[config.mk]
export PLATFORM = sky130hd
export DESIGN_NAME = uop_core
export DESIGN_NICKNAME = d
export VERILOG_FILES = /design/src/rtl/uop_pkg.sv /design/src/rtl/uop_decode.sv /design/src/rtl/uop_seq.sv /design/src/rtl/uop_dp.sv /design/src/rtl/uop_core.sv
export SDC_FILE = /design/constraint.sdc
export NUM_CORES = 1
export LEC_CHECK = 0
export BUFFER_PORTS_ARGS = -buffer_cell sky130_fd_sc_hd__buf_2
export CORE_MARGIN = 5
export CORE_UTILIZATION = 40
export CTS_BUF_LIST = sky130_fd_sc_hd__clkbuf_8
export DETAILED_ROUTE_END_ITERATION = 16
export GPL_ROUTABILITY_DRIVEN = 0
export GPL_TIMING_DRIVEN = 1
export PLACE_DENSITY_LB_ADDON = 0.05
export RECOVER_POWER = 100
export SKIP_CTS_REPAIR_TIMING = 1
export SLEW_MARGIN = 20
export SYNTH_ARGS = -nofsm -noshare
export SYNTH_HDL_FRONTEND = slang
export SYNTH_SLANG_ARGS = --single-unit
[constraint.sdc]
create_clock -name clk -period 2.5 [get_ports clk]
set_input_delay 0.375 -clock clk [delete_from_list [all_inputs] [get_ports clk]]
set_output_delay 0.375 -clock clk [all_outputs]
set_load 0.005 [all_outputs]
[src/rtl/uop_pkg.sv]
// Shared types for the micro-sequenced core: cycle codes, opcodes and the
// control word that the step decoder hands to the sequencer and datapath.
package uop_pkg;

    typedef enum logic [1:0] {
        CYC_FETCH = 2'b00,
        CYC_IND   = 2'b01,
        CYC_EXEC  = 2'b10,
        CYC_INT   = 2'b11
    } cyc_e;

    localparam logic [2:0] OPC_ADD  = 3'd0;
    localparam logic [2:0] OPC_ISZ  = 3'd1;
    localparam logic [2:0] OPC_BSA  = 3'd2;
    localparam logic [2:0] OPC_HALT = 3'd7;

    typedef enum logic [1:0] {MAR_KEEP, MAR_PC, MAR_IRA, MAR_SAVE} mar_src_e;
    typedef enum logic [1:0] {MBR_KEEP, MBR_MEM, MBR_PC, MBR_INC} mbr_src_e;
    typedef enum logic [2:0] {PC_KEEP, PC_INC, PC_ROUTINE, PC_IRA, PC_INC_Z} pc_op_e;

    typedef struct packed {
        mar_src_e mar;
        mbr_src_e mbr;
        pc_op_e   pc;
        logic     ir_ld;
        logic     ira_ld;
        logic     r1_add;
        logic     rd;
        logic     wr;
        logic     ie_clr;
        logic     last;
        logic     halt;
    } uop_ctl_t;

endpackage

[src/rtl/uop_decode.sv]
// Step decoder: turns (cycle code, step, opcode) into one control word.
// Assumes the transfers grouped into each step do not conflict; an idle
// control word is produced whenever the core is not active.
module uop_decode
    import uop_pkg::*;
(
    input  cyc_e       cyc,
    input  logic [1:0] step,
    input  logic [2:0] opc,
    input  logic       active,
    output uop_ctl_t   ctl
);

    // Decode the transfer group for the current time unit.
    always_comb begin
        ctl = '0;
        if (active) begin
            unique case (cyc)
                CYC_FETCH: begin
                    case (step)
                        2'd0: begin ctl.mar = MAR_PC; ctl.rd = 1'b1; end
                        2'd1: begin ctl.mbr = MBR_MEM; ctl.pc = PC_INC; end
                        default: begin ctl.ir_ld = 1'b1; ctl.last = 1'b1; end
                    endcase
                end
                CYC_IND: begin
                    case (step)
                        2'd0: begin ctl.mar = MAR_IRA; ctl.rd = 1'b1; end
                        2'd1: ctl.mbr = MBR_MEM;
                        default: begin ctl.ira_ld = 1'b1; ctl.last = 1'b1; end
                    endcase
                end
                CYC_INT: begin
                    case (step)
                        2'd0: begin ctl.mbr = MBR_PC; ctl.ie_clr = 1'b1; end
                        2'd1: begin ctl.mar = MAR_SAVE; ctl.pc = PC_ROUTINE; end
                        default: begin ctl.wr = 1'b1; ctl.last = 1'b1; end
                    endcase
                end
                CYC_EXEC: begin
                    case (opc)
                        OPC_ADD: begin
                            case (step)
                                2'd0: begin ctl.mar = MAR_IRA; ctl.rd = 1'b1; end
                                2'd1: ctl.mbr = MBR_MEM;
                                default: begin ctl.r1_add = 1'b1; ctl.last = 1'b1; end
                            endcase
                        end
                        OPC_ISZ: begin
                            case (step)
                                2'd0: begin ctl.mar = MAR_IRA; ctl.rd = 1'b1; end
                                2'd1: ctl.mbr = MBR_MEM;
                                2'd2: ctl.mbr = MBR_INC;
                                default: begin
                                    ctl.wr = 1'b1; ctl.pc = PC_INC_Z; ctl.last = 1'b1;
                                end
                            endcase
                        end
                        OPC_BSA: begin
                            case (step)
                                2'd0: begin ctl.mar = MAR_IRA; ctl.mbr = MBR_PC; end
                                2'd1: begin ctl.wr = 1'b1; ctl.pc = PC_IRA; end
                                default: begin ctl.pc = PC_INC; ctl.last = 1'b1; end
                            endcase
                        end
                        OPC_HALT: ctl.halt = 1'b1;
                        // Unassigned opcodes retire after one unit with no transfer.
                        default: ctl.last = 1'b1;
                    endcase
                end
            endcase
        end
    end

endmodule

[src/rtl/uop_seq.sv]
// Cycle sequencer: holds the 2-bit cycle code, the step counter and the
// halted flag. Assumes the decoder marks the final unit of each cycle.
module uop_seq
    import uop_pkg::*;
(
    input  logic       clk,
    input  logic       rst_n,
    input  logic       last,
    input  logic       halt,
    input  logic       ind_flag,
    input  logic       irq_take,
    output cyc_e       cyc,
    output logic [1:0] step,
    output logic       halted
);

    cyc_e cyc_nx;

    // Choose the cycle that follows the one now ending.
    always_comb begin
        unique case (cyc)
            CYC_FETCH: cyc_nx = ind_flag ? CYC_IND : CYC_EXEC;
            CYC_IND:   cyc_nx = CYC_EXEC;
            CYC_EXEC:  cyc_nx = irq_take ? CYC_INT : CYC_FETCH;
            default:   cyc_nx = CYC_FETCH;
        endcase
    end

    // Advance the step, change cycle at its last unit, or freeze on halt.
    always_ff @(posedge clk) begin
        if (!rst_n) begin
            cyc    <= CYC_FETCH;
            step   <= 2'd0;
            halted <= 1'b0;
        end else if (!halted) begin
            if (halt) begin
                halted <= 1'b1;
            end else if (last) begin
                cyc  <= cyc_nx;
                step <= 2'd0;
            end else begin
                step <= step + 2'd1;
            end
        end
    end


    short_cycles_chk: assert property (@(posedge clk) disable iff (!rst_n)
        (cyc != CYC_EXEC) |-> (step != 2'd3));


    ind_then_exec_chk: assert property (@(posedge clk) disable iff (!rst_n)
        (cyc == CYC_IND && last && !halted) |=> (cyc == CYC_EXEC));


    int_then_fetch_chk: assert property (@(posedge clk) disable iff (!rst_n)
        (cyc == CYC_INT && last && !halted) |=> (cyc == CYC_FETCH && step == 2'd0));

endmodule

[src/rtl/uop_dp.sv]
// Datapath: the PC, MAR, MBR, IR and accumulator, loaded as the control
// word asks. The memory address is MAR's incoming value, so a synchronous
// read launched with the MAR load returns in the next unit.
module uop_dp
    import uop_pkg::*;
#(
    parameter int DW = 16,
    parameter int AW = 12,
    parameter logic [AW-1:0] RST_PC       = 2,
    parameter logic [AW-1:0] SAVE_ADDR    = 0,
    parameter logic [AW-1:0] ROUTINE_ADDR = 1
) (
    input  logic          clk,
    input  logic          rst_n,
    input  uop_ctl_t      ctl,
    input  logic [DW-1:0] mem_rdata,
    output logic [AW-1:0] mar_d,
    output logic [DW-1:0] mbr,
    output logic [DW-1:0] ir,
    output logic [AW-1:0] pc,
    output logic [DW-1:0] r1
);

    localparam int PAD = DW - AW;
    localparam logic [AW-1:0] PC_ONE  = 1;
    localparam logic [DW-1:0] MBR_ONE = 1;

    logic [AW-1:0] mar;

    // Select the value MAR takes at the next edge (also the bus address).
    always_comb begin
        case (ctl.mar)
            MAR_PC:   mar_d = pc;
            MAR_IRA:  mar_d = ir[AW-1:0];
            MAR_SAVE: mar_d = SAVE_ADDR;
            default:  mar_d = mar;
        endcase
    end

    // Register transfers for one time unit.
    always_ff @(posedge clk) begin
        if (!rst_n) begin
            mar <= '0;
            mbr <= '0;
            ir  <= '0;
            r1  <= '0;
            pc  <= RST_PC;
        end else begin
            mar <= mar_d;
            case (ctl.mbr)
                MBR_MEM: mbr <= mem_rdata;
                MBR_PC:  mbr <= {{PAD{1'b0}}, pc};
                MBR_INC: mbr <= mbr + MBR_ONE;
                default: ;
            endcase
            if (ctl.ir_ld)
                ir <= mbr;
            else if (ctl.ira_ld)
                ir[AW-1:0] <= mbr[AW-1:0];
            case (ctl.pc)
                PC_INC:     pc <= pc + PC_ONE;
                PC_ROUTINE: pc <= ROUTINE_ADDR;
                PC_IRA:     pc <= ir[AW-1:0];
                PC_INC_Z:   if (mbr == '0) pc <= pc + PC_ONE;
                default: ;
            endcase
            if (ctl.r1_add)
                r1 <= r1 + mbr;
        end
    end

endmodule

[src/rtl/uop_core.sv]
// Top of the micro-sequenced core: ties the step decoder, sequencer and
// datapath together and keeps the interrupt enable flag. Assumes a word
// memory with one-cycle read latency and writes taken at the strobe edge.
module uop_core
    import uop_pkg::*;
#(
    parameter int DW = 16,
    parameter int AW = 12,
    parameter logic [AW-1:0] RST_PC       = 2,
    parameter logic [AW-1:0] SAVE_ADDR    = 0,
    parameter logic [AW-1:0] ROUTINE_ADDR = 1
) (
    input  logic          clk,
    input  logic          rst_n,
    output logic [AW-1:0] mem_addr,
    output logic          mem_rd,
    output logic          mem_wr,
    output logic [DW-1:0] mem_wdata,
    input  logic [DW-1:0] mem_rdata,
    input  logic          irq_req,
    input  logic          irq_en_set,
    output logic          halted,
    output logic [1:0]    cyc_code,
    output logic [AW-1:0] pc_o,
    output logic [DW-1:0] r1_o
);

    localparam int IND_POS = AW;
    localparam int OPC_LSB = AW + 1;

    uop_ctl_t      ctl;
    cyc_e          cyc;
    logic [1:0]    step;
    logic [DW-1:0] mbr;
    logic [DW-1:0] ir;
    logic          ie_q;
    logic          active;

    assign active = rst_n && !halted;

    uop_decode u_dec (
        .cyc    (cyc),
        .step   (step),
        .opc    (ir[DW-1:OPC_LSB]),
        .active (active),
        .ctl    (ctl)
    );

    uop_seq u_seq (
        .clk      (clk),
        .rst_n    (rst_n),
        .last     (ctl.last),
        .halt     (ctl.halt),
        .ind_flag (mbr[IND_POS]),
        .irq_take (irq_req && ie_q),
        .cyc      (cyc),
        .step     (step),
        .halted   (halted)
    );

    uop_dp #(
        .DW (DW), .AW (AW), .RST_PC (RST_PC),
        .SAVE_ADDR (SAVE_ADDR), .ROUTINE_ADDR (ROUTINE_ADDR)
    ) u_dp (
        .clk       (clk),
        .rst_n     (rst_n),
        .ctl       (ctl),
        .mem_rdata (mem_rdata),
        .mar_d     (mem_addr),
        .mbr       (mbr),
        .ir        (ir),
        .pc        (pc_o),
        .r1        (r1_o)
    );

    // Interrupt enable: cleared on interrupt entry (wins), set by the input.
    always_ff @(posedge clk) begin
        if (!rst_n)
            ie_q <= 1'b0;
        else if (ctl.ie_clr)
            ie_q <= 1'b0;
        else if (irq_en_set)
            ie_q <= 1'b1;
    end

    assign mem_rd    = ctl.rd;
    assign mem_wr    = ctl.wr;
    assign mem_wdata = mbr;
    assign cyc_code  = cyc;


    one_strobe_chk: assert property (@(posedge clk) disable iff (!rst_n)
        !(mem_rd && mem_wr));


    halt_freeze_chk: assert property (@(posedge clk) disable iff (!rst_n)
        halted |=> ($stable(pc_o) && $stable(r1_o) && $stable(cyc_code) && !mem_rd && !mem_wr));


    ie_drop_chk: assert property (@(posedge clk) disable iff (!rst_n)
        (cyc == CYC_INT && step == 2'd0 && !halted) |=> !ie_q);

endmodule

* Word level (Yosys, flattened, before mapping) *
Cells that the tools add are included.

word-level totals
  register bits after elaboration = 78
  latch bits = 0
  bits in writable memories = 0
  memory bits (read-only) = 0
  input port bits = 20
  output and inout bits = 61
  memories = 0

cells by class
  add/subtract/negate cells = 4
  $mul = 0
  div/mod/pow operators = 0
  order comparisons = 0
  equality and inequality tests = 19
  shifts and indexed selects = 0
  muxes and demuxes = 44
  bitwise logic cells = 3
  reductions and logical operators = 20

operators with widths
  cell                                                                   number
  12-bit case mux with 4 select lines                                    1
  16-bit case mux with 3 select lines                                    1
  12-bit two-way mux                                                     3
  12-bit case mux with 3 select lines                                    1
  16-bit by 1-bit adder with 16-bit output, second input constant        1
  16-bit adder                                                           1
  16-bit zero test                                                       1
  1-bit two-way mux                                                      16
  4-bit case mux with 4 select lines                                     1
  15-bit two-way mux                                                     1
  2-bit equality test, second input constant                             7
  12-bit by 1-bit adder with 12-bit output, second input constant        1
  2-bit two-way mux                                                      6
  4-bit case mux with 3 select lines                                     1
  2-bit OR reduction                                                     5
  3-bit by 2-bit equality test with 1-bit output, second input constant  3
  3-bit case mux with 3 select lines                                     1
  2-bit by 1-bit equality test with 1-bit output, second input constant  4
  4-bit two-way mux                                                      2
  1-bit case mux with 2 select lines                                     4
  2-bit case mux with 2 select lines                                     2
  3-bit by 1-bit equality test with 1-bit output, second input constant  2
  3-bit equality test, second input constant                             2
  2-bit case mux with 3 select lines                                     1
  16 further kinds                                                       22

* Depth between registers and ports, before layout *
  depth after elaboration = 9
  depth in mapped cells = 10
  mapped depth without buffers = 9

* Modules after synthesis *
A second synthesis with hierarchy kept.

second synthesis, totals
  cell total of the unflattened synthesis = 641
  area, all modules = 5,116.2 sq um

by module, submodules not included
  module      times used  cells an instance  area an instance (sq um)  sequential area each (sq um)
  uop_dp      1           556                4,439.3                   1,441.4
  uop_decode  1           55                 392.9                     0.0
  uop_seq     1           25                 234.0                     100.1
  uop_core    1           5                  50.0                      20.0

* Worst setup path before layout *
OpenSTA, ideal clock, no wires.

  kind = flip-flop to flip-flop
  start point = register u_dp.mbr[8]
  end point = register u_dp.r1[15]
  setup time = 0.134 ns
  arrival = 2.057 ns
  data required time = 2.366 ns
  setup slack = 0.309 ns
  stages on the path, launching flop included = 8
  path buffers = 0
  cell sequence = dfxtp_1 ha_1 a21oi_1 o21ai_0 a211o_1 a21oi_1 a21oi_1 or4_1

on the way
  longest elaborated chain between the ends = 1

RTL lines
  what                    RTL line      RTL
  start, declared         uop_dp.sv:18  output logic [DW-1:0] mbr,
  start signal, assigned  uop_dp.sv:51  MBR_MEM: mbr <= mem_rdata;
  start signal, assigned  uop_dp.sv:52  MBR_PC: mbr <= {{PAD{1'b0}}, pc};
  start signal, assigned  uop_dp.sv:53  MBR_INC: mbr <= mbr + MBR_ONE;
  16-bit adder            uop_dp.sv:68  r1 <= r1 + mbr;
  end signal, assigned    uop_dp.sv:68
  end, declared           uop_dp.sv:21  output logic [DW-1:0] r1

Every way passes these cells.
A chain may end at the register's enable or synchronous reset.

* Worst setup path after layout *
  start point = register u_seq.step[1]
  end point = output mem_addr[10]

on the way
  longest elaborated chain between the ends = 7
  elaborated cells between the ends (all ways) = 13
  those cells by class = eq/ne (4); mux (8); reduce/logical (1)

RTL lines
  what                                                                                          RTL line          RTL
  start, declared                                                                               uop_seq.sv:13     output logic [1:0] step,
  start signal, assigned                                                                        uop_seq.sv:42     step <= step + 2'd1;
  2-bit zero test                                                                               -
  4-bit two-way mux / 2-bit two-way mux (equally long branches)                                 -
  4-bit case mux with 3 select lines                                                            uop_decode.sv:41  case (opc)
  4-bit case mux with 4 select lines (*)                                                        uop_decode.sv:18  unique case (cyc)
  15-bit two-way mux (*)                                                                        uop_decode.sv:17  if (active) begin
  2-bit equality test / 2-bit by 1-bit equality test with 1-bit output (equally long branches)  uop_dp.sv:32      case (ctl.mar)
  12-bit case mux with 3 select lines (*)                                                       uop_dp.sv:32
  end, declared                                                                                 uop_core.sv:15    output logic [AW-1:0] mem_addr,

Every way passes the cells marked *; elsewhere a longest branch is shown, timed or not.

==> out/results.txt <==
Clock latency on the worst-skew pair -> 380 ps
Final wirelength -> 16.3 mm
Post-Synth XOR/XNOR Area -> 0.0446
Die Wd -> 121 µm
Clock Pin Slew Worst Setup and Hold Paths -> 80 ps
DR WL/cell -> 19.0 µm
R2R depth -> 7
Final Util -> 0.493
Synthesized area -> 4910 µm²
Vias in the first global route -> 4,834
Critical path cell sequence -> inv_6 > ha_4 > nor2b_1 > a21oi_1 > nand2b_4 > a21o_2 > a222oi_1 > inv_1 > buf_2
Longest Clk Path Bufs -> 2
Simple-Gate Fraction of Synth Area -> 0.225
Critical path's top delay family -> compound AO/OA/AOI/OAI gates
Overflow after GRT -> 0
CP max stage delay -> 370 ps
Htree depth -> 3
Synth Flop Type -> dfxtp_1
Final Hold Violating Endpoints -> 0
PnR worst setup slack -> -60.5 ps
Class of the worst hold path -> in2reg
Register area -> 1550 µm²
Synth Instances -> 598
Fin Hold WS -> 263 ps
Routed Antenna Nets -> 0
Share of cells above drive strength 1 -> 0.210
Syn nets -> 643
Outcome -> finished, violations left
Worst path bufs/invs -> 3
R2R Setup Slk -> 20 ps
CTS Buf Count -> 9
Max Fclk -> 0.391 GHz
Largest net degree at the start of global routing -> 49
Min-Delay Endpoint -> u_dp.mbr[6]$_SDFFE_PN0P_
Async SR Flop Fraction -> 0
Placed cell count -> 833
Synth Area in Adders -> 0.0652
Leakage power -> 0.00249 µW
Worst reg2reg endpoint -> u_dp.r1[15]$_SDFFE_PN0P_
Slew @ Worst Pin -> 746 ps
Cell chosen for the clock root -> clkbuf_8
Compound-gate portion of the synthesized area -> 0.283
Max Clock Skew -> 8.77 ps
Synth Register Bits -> 77
Routed vias -> 4,968
Starting Density -> 0.409
Core Area -> 12,000 µm²
DP HPWL -> 11.8 mm
Final setup viols -> 11
Slowest cell on the critical path -> dfxtp_4
First-pass GRT wire length -> 25.5 mm
Syn_area_per_cell -> 8.21 µm²
Initial antenna violation count -> 0
Worst vdd ir -> 267 µV
CP max FO -> 6
Worst setup EP type -> primary output
Initial DRC count -> 409
ANT cells -> 0
Final Max Slew Viols -> 0
Final worst path period need -> 2560 ps
Multi-input logic area -> 3190 µm²
Post-synthesis mux area share -> 0.00815
Hold depth -> 3
Clk sinks -> 77
PD cells -> 731 nW/µm²
Worst Path Arrival -> 2190 ps
Failing checks -> setup timing
CTS tree -> done
Final net count -> 749
Pre-antenna DRT Iters -> 7
Critical Path RT -> 2120 ps
Max_cap viols -> 0
Non-Filler Instances -> 855
Row cnt -> 40
PortBufs -> 80
I/O pins -> 81
DRC -> 0
Slew margin rel. -> 0.501
WS Path Type -> reg2out
Final period utilization -> 1.02
Die span in y -> 121 µm
Layout area overhead -> 20.5%
Post-synth EDFFs -> 0
Tot GR Track Use -> 0.221
Synth unique cells -> 74
Die area -> 14,600 µm²
Unrepaired setup endpoints after global routing -> true
Vias per inst -> 5.81
Beginning of the worst hold path -> mem_rdata[6]
Largest family of logic cells by synthesized area -> compound AO/OA/AOI/OAI gates
Reg-to-Reg Start -> u_dp.mbr[1]$_SDFFE_PN0P_
Fill cell count -> 1,253
Worst setup SP type -> flip-flop
Yosys Warn Count -> 0
Seq/Total Area, Yosys -> 0.314
synth_stat cells (5+ instances only):
master,count,area (µm²)
a222oi_1,12,120
clkbuf_1,20,75.1
o211ai_1,10,75.1
nand2b_1,6,37.5
ha_1,24,300
buf_2,9,45.0
nor2b_1,21,131
nor4_1,5,31.3
xnor2_1,16,140
a21o_1,5,37.5
nor3_1,11,55.1
o21a_1,7,52.6
dfxtp_1,77,1540
nand3_1,19,95.1
o21ai_0,31,155
a32o_1,6,60.1
nand2_1,70,263
a22oi_1,8,60.1
inv_1,27,101
a21oi_1,40,200
and3_1,15,93.8
xor2_1,9,78.8
a211oi_1,14,105
o22ai_1,5,31.3
o211a_1,6,60.1
nor2_1,27,101
a21boi_0,16,120
registers in the layout, summed over array words and instances (netlist names):
register,count
u_dp.pc,12
u_seq.halted,1
u_dp.r1,16
u_dp.mar,12
u_seq.step,2
u_dp.ir,15
u_dp.mbr,16
ie_q,1
u_seq.cyc,2
kinds of logic after synthesis:
family                     count (synthesis)
adders and majority gates                 25
muxes                                      4
buffers and inverters                     65
and+or+nand+nor                          208
xor gates and xnor gates                  25
AOI/OAI and AO/OA                        194
DFF                                       77
layout by cell type (no fill, tap or decap), types with 5 or more instances in the layout:
master,instances
o211ai_1,10
nand2b_1,5
a21oi_1,39
clkbuf_1,31
a21boi_0,16
o22ai_1,5
a32o_1,6
buf_2,64
inv_1,27
nor2b_1,21
clkbuf_8,12
o211a_1,6
nand2_1,70
nor2_1,26
xor2_1,9
nor4_1,5
o21a_1,7
nand3_1,19
buf_4,35
xnor2_1,16
ha_1,21
nor3_1,11
dfxtp_1,74
o21ai_0,30
a22oi_1,8
and3_1,15
a211oi_1,13
a222oi_1,12
power breakdown:
part,leakage (µW),switching (µW),internal [µW]
logic,0.00177,1080,784
registers,0.000626,180,1370
clock network,0.000101,482,429
per-layer routing:
metal  vias to the layer above  global-route usage  share of wire
li1                       2419                   -              -
met1                      2369               0.307           0.48
met2                       158               0.341           0.44
met3                        22              0.0407          0.058
met4                         0              0.0800          0.021
met5                         -                   0              0
tightest hold or removal path: cells and delay by family:
kind            cells  cell delay (ps)
compound gates      2              150
buf+inv             1               80
worst max-delay path by stage:
stage                               start                        to  slack, ps  cells past startpoint
3_3_place_gp   u_seq.step[1]$_SDFFE_PN0P_               mem_addr[2]        -60                      6
4_1_cts        u_seq.step[1]$_SDFFE_PN0P_               mem_addr[2]       -570                      9
3_5_place_dp   u_seq.step[1]$_SDFFE_PN0P_              mem_addr[10]       -140                      9
5_1_grt        u_seq.step[1]$_SDFFE_PN0P_               mem_addr[3]       -210                      9
2_1_floorplan    u_dp.mbr[8]$_SDFFE_PN0P_  u_dp.r1[15]$_SDFFE_PN0P_        310                      7
6_report       u_seq.step[1]$_SDFFE_PN0P_              mem_addr[10]        -60                      9
cell type report:
class / instances / share of cell area
repair buffers: 131 / 0.120
clock buffers: 12 / 0.0279
flip-flops and latches: 77 / 0.262
clock inverters: 3 / 0.00211
inverters: 27 / 0.0184
multi-input cells: 458 / 0.539
well taps: 147 / 0.0311
stage by stage:
| stage | cell area (µm²) | total power (µW) | setup WS [ps] | TNS [ps] |
|---|---|---|---|---|
| 6_report | 5920 | 4330 | -60.5 | -297 |
| 2_1_floorplan | 4910 | 2580 | 309 | 0 |
| 3_3_place_gp | 5650 | 3240 | -55.6 | -385 |
| 4_1_cts | 5830 | 4180 | -571 | -6650 |
| 5_1_grt | 5920 | 4610 | -208 | -2070 |
| 3_5_place_dp | 5650 | 3260 | -136 | -1440 |
(Power assumes the default switching activity.)
